<file path="src/rtl/keygate_clk_regs.sv">
module keygate_clk_regs #(
  parameter int WIN_LEN  = 32,
  parameter logic [7:0] KEY_OPEN = 8'h98,
  parameter logic [7:0] KEY_SHUT = 8'hAB
) (
  input  logic       clk,
  input  logic       rst_n,
  input  logic       wr_en,
  input  logic [1:0] addr,
  input  logic [7:0] wdata,
  output logic [7:0] rdata,
  input  logic       pll_lock_in,
  output logic       win_open,
  output logic [1:0] osc_src,
  output logic       osc_pd,
  output logic       osc_disc,
  output logic [3:0] pll_ndiv,
  output logic       pll_bypass,
  output logic [1:0] out_div,
  output logic       relock
);
  localparam int CW = $clog2(WIN_LEN + 1);
  localparam logic [CW-1:0] WIN_INIT = CW'(WIN_LEN);
  localparam logic [1:0] A_KEY = 2'd0, A_OSC = 2'd1, A_PLL = 2'd2, A_DIV = 2'd3;
  localparam logic [7:0] OSC_WR = 8'h9F, OSC_PROT = 8'h13, OSC_RST = 8'h10;
  localparam logic [7:0] PLL_WR = 8'hFC, PLL_PROT = 8'hF0, PLL_RST = 8'h04;
  localparam logic [7:0] DIV_WR = 8'hFF, DIV_PROT = 8'h30, DIV_RST = 8'h00;

  logic [CW-1:0] cnt_q;
  logic [7:0] osc_q, pll_q, div_q;

  wire key_wr  = wr_en && addr == A_KEY;
  wire do_open = key_wr && wdata == KEY_OPEN;
  wire do_shut = key_wr && wdata == KEY_SHUT;

  assign win_open = cnt_q != '0;

  wire [7:0] osc_m = OSC_WR & (win_open ? 8'hFF : ~OSC_PROT);
  wire [7:0] pll_m = PLL_WR & (win_open ? 8'hFF : ~PLL_PROT);
  wire [7:0] div_m = DIV_WR & (win_open ? 8'hFF : ~DIV_PROT);

  always_ff @(posedge clk or negedge rst_n) begin
    if (!rst_n) cnt_q <= '0;
    else if (do_open) cnt_q <= WIN_INIT;
    else if (do_shut) cnt_q <= '0;
    else if (win_open) cnt_q <= cnt_q - 1'b1;
  end

  always_ff @(posedge clk or negedge rst_n) begin
    if (!rst_n) begin
      osc_q  <= OSC_RST;
      pll_q  <= PLL_RST;
      div_q  <= DIV_RST;
      relock <= 1'b0;
    end else begin
      relock <= wr_en && addr == A_PLL && wdata[1];
      if (wr_en && addr == A_OSC) osc_q <= (osc_q & ~osc_m) | (wdata & osc_m);
      if (wr_en && addr == A_PLL) pll_q <= (pll_q & ~pll_m) | (wdata & pll_m);
      if (wr_en && addr == A_DIV) div_q <= (div_q & ~div_m) | (wdata & div_m);
    end
  end

  assign osc_src    = osc_q[1:0];
  assign osc_pd     = osc_q[4];
  assign pll_ndiv   = pll_q[7:4];
  assign pll_bypass = pll_q[3];
  assign osc_disc   = pll_q[2];
  assign out_div    = div_q[5:4];

  always_comb begin
    case (addr)
      A_KEY:   rdata = {7'b0, win_open};
      A_OSC:   rdata = osc_q;
      A_PLL:   rdata = {pll_q[7:2], 1'b0, pll_lock_in};
      default: rdata = div_q;
    endcase
  end

  assert_unlock_opens_R2: assert property (@(posedge clk) disable iff (!rst_n)
    do_open |=> win_open);
  assert_lock_closes_R4: assert property (@(posedge clk) disable iff (!rst_n)
    do_shut |=> !win_open);
  assert_stay_closed_R5: assert property (@(posedge clk) disable iff (!rst_n)
    (!win_open && !do_open) |=> !win_open);
  assert_ndiv_guarded_R6: assert property (@(posedge clk) disable iff (!rst_n)
    !win_open |=> $stable(pll_ndiv));
  assert_src_guarded_R6: assert property (@(posedge clk) disable iff (!rst_n)
    !win_open |=> ($stable(osc_src) && $stable(osc_pd) && $stable(out_div)));
  assert_relock_pulse_R9: assert property (@(posedge clk) disable iff (!rst_n)
    relock |=> !relock || $past(wr_en));
endmodule

</file>
<file path="config.mk">
export PLATFORM = sky130hd
export DESIGN_NAME = keygate_clk_regs
export DESIGN_NICKNAME = d
export VERILOG_FILES = /design/src/rtl/keygate_clk_regs.sv
export SDC_FILE = /design/constraint.sdc
export NUM_CORES = 1
export LEC_CHECK = 0
export BUFFER_PORTS_ARGS = -buffer_cell sky130_fd_sc_hd__buf_2
export CAP_MARGIN = 20
export CORE_MARGIN = 2
export CORE_UTILIZATION = 55
export DETAILED_ROUTE_END_ITERATION = 12
export MAX_ROUTING_LAYER = met4
export PLACE_DENSITY = 0.83
export SLEW_MARGIN = 15
export SYNTH_ARGS = -nofsm -noshare
export SYNTH_HDL_FRONTEND = slang
export SYNTH_SLANG_ARGS = --single-unit
</file>
<file path="constraint.sdc">
create_clock -name clk -period 4.8 [get_ports clk]
set_input_delay 0.96 -clock clk [delete_from_list [all_inputs] [get_ports clk]]
set_output_delay 0.96 -clock clk [all_outputs]
set_load 0.005 [all_outputs]
</file>
==> summary.txt <==
Outcome
  • Status: completed

Timing
  • Fmax: 0.299 GHz
  • Hold Worst Slack: 0.520 ns
  • Worst Skew: between 0.006 and 0.007 ns
  • Final Hold Violating Endpoints: 0
  • Pin slew with the least headroom to its limit: between 0.5 and 0.6 ns
  • RSZ-0062 raised after global routing: false
  • Setup violators final: 0
  • Worst rel slew slack: between 60% and 70%
  • Slew Limit Fails: 0
  • Setup TNS: 0 ns
  • Crit path time final: 3.35 ns
  • Final Cycle Share: between 60% and 70%

Critical path
  • Crit. Startpoint: cnt_q[0]
  • R2R depth: 6
  • Worst setup EP type: output port
  • Crit Path Class: reg2out
  • Worst EP arrival: about 2.4 ns
  • Worst-path fanout max: 11
  • Flop-to-flop setup slack: 2.67 ns
  • Critical Path Start Type: flop
  • Reg2reg start: cnt_q[0]
  • Worst Setup EP: rdata[0]
  • CP Data Required Time: roughly 3.8 ns

Synthesis
  • Largest family of logic cells by synthesized area: multiplexers
  • Mapped Area: approximately 1300 um^2
  • Top cells by area, synth: dfrtp_1 47%, mux2_2 20%, dfstp_2 3.9%
  • Syn Area/Cell: 12.3 um^2
  • Top-area cell type share of the netlist area: between 40% and 50%
  • EDFF count, synth: 0
  • Synth unique cells: 30
  • Synth Area in Simple Gates: between 10% and 20%
  • Asr flop ratio synth: 100%
  • Most frequent cell after synthesis: dfrtp_1
  • Top cells by count, synth: 25 x dfrtp_1, 24 x mux2_2, 7 x nand2_1
  • Ys flop type: dfrtp_1
  • Most area-hungry cell type in the Yosys netlist: dfrtp_1
  • Post-synthesis sequential area ratio: roughly half
  • Multiplexer share of the synthesized area: 24.1%
  • Mapped Nets: between 100 and 150
  • Synthesis-stage register bit count: 27
  • YS warnings: 0
  • Adder-Cell Fraction of Synth Area: less than 1%
  • Post-synthesis instance total: between 100 and 150
  • Compound-Gate Fraction of Synth Area: 5.51%
  • Post-synthesis xor/xnor area fraction: under 10%

Clocking
  • Clock transition at path regs: between 0.1 and 0.15 ns
  • Clk sinks: 27
  • Post-cts resize count: 0
  • Hold buffers post-CTS: 0
  • Root buffer cell: clkbuf_4
  • CTS tree: yes
  • Skew-Pair Late Insertion Delay: between 0.3 and 0.4 ns
  • Post-CTS setup buffer count: 0
  • TritonCTS Buffers: 3
  • Clk buf depth: 2
  • Htree depth: 1

Global routing
  • Largest net degree at the start of global routing: 28
  • Total Routing Usage GR: a little over a fifth
  • GRT overflow: 0
  • Initial antenna violation count: 0
  • First-pass GRT wire length: about 4.2 mm
  • Vias in the first global route: about 920

Die
  • Initial Util: roughly three fifths
  • Die height: between 50 and 60 um
  • DIE WIDTH: between 50 and 60 um
  • Placement row count: 17
  • CORE AREA: around 2300 um^2
  • I/O pin count: 35
  • Overall die area: around 2800 um^2

Routing
  • DRC Markers: 0
  • DR vias/cell: 5.54
  • DR WL/cell: 15.3 um
  • Initial DRC count: 13
  • First-pass DRT Iterations: 4
  • Detail Route Antenna Nets: 0
  • Final WL: 2.57 mm
  • Vias: around 930

Cells and area
  • Layout cells sized above 1: approximately 50%
  • Layout Nets: approximately 160
  • Inserted Diodes: 0
  • Synth-to-Final Area Change: 13.7%

Power
  • Total power: ~0.00066 W
  • Power Density: about 440 nW/um^2
  • Peak supply drop: between 0.2 and 0.25 mV
  • LEAKAGE: around 0.71 nW

Placement
  • Detailed placement HPWL: 1.97 mm
  • # port buffers: 34
  • Final GP Congestion: around 0.76

Run
  • Max Cap Viol: 0

Hold path
  • Hold WC Path Type: reg2reg
[cell usage in the layout (no fill, tap or decap), drive strengths merged, types with 2 or more instances in the layout]
cell	netlist	layout
clkbuf	2	3
inv	2	2
nand2	7	7
or2b	2	2
a22o	4	4
dfrtp	25	25
xnor2	2	2
mux2i	3	3
nand3	3	3
mux2	24	24
or3	2	2
buf	5	34
a21oi	4	4
nor2	6	6
dfstp	2	2
nor2b	4	4
[cell families after synthesis]
kind of cell | after synthesis
compound gates | 11
xor+xnor | 2
flops | 27
mux | 28
simple gates | 31
buf+inv | 9
fa+ha+maj | 1
[through the flow]
step	worst slack (ns)	instance area, um^2	std cells	util, %
2_1_floorplan	1.95	1340	109	-
5_1_grt	1.33	1520	168	67.6
6_report	1.45	1520	168	67.6
4_1_cts	1.44	1520	168	67.6
3_3_place_gp	1.84	1500	164	66.4
3_5_place_dp	1.82	1500	164	66.4
[where the power goes]
| part | leakage, nW | internal, W | switching (W) |
|---|---|---|---|
| clock network | 0.0177 | 0.0000311 | 0.0000649 |
| logic | 0.375 | 0.000128 | 0.0000958 |
| registers | 0.320 | 0.000298 | 0.0000455 |
[critical path, stage by stage, from the launching register on]
cell and delay, ns:
dfrtp_1 0.43, inv_1 0.07, ha_1 0.17, or3b_1 0.40, or3_4 0.42, mux4_2 0.46
buf_2 0.14
[cell type report]
| cell class | count | area, um^2 |
|---|---|---|
| Clock inverter | 1 | 5.00 |
| Inverter | 2 | 7.51 |
| Clock buffer | 3 | 22.5 |
| Tap cell | 28 | 35.0 |
| Timing Repair Buffer | 34 | 170 |
| Multi-Input combinational cell | 73 | 606 |
| Sequential cell | 27 | 678 |
| Fill cell | 174 | 731 |
[metal layers]
| layer | vias to the layer above | global-route usage (%) | part of all wire, % |
|---|---|---|---|
| met5 | - | - | 0 |
| met4 | 0 | 7.26 | 0.62 |
| met1 | 454 | 27.5 | 46 |
| met2 | 26 | 34.8 | 48 |
| li1 | 449 | - | - |
| met3 | 2 | 3.11 | 5.1 |
[worst min-delay path by stage]
stage	from	end	slack [ns]	cells past startpoint
floorplan	div_q[2]	div_q[2]	0.47	1
global placement	div_q[3]	div_q[3]	0.48	1
detailed placement	div_q[2]	div_q[2]	0.49	1
CTS	div_q[7]	div_q[7]	0.53	1
global route	div_q[7]	div_q[7]	0.55	1
finish	div_q[7]	div_q[7]	0.52	1
(Power assumes the default switching activity.)
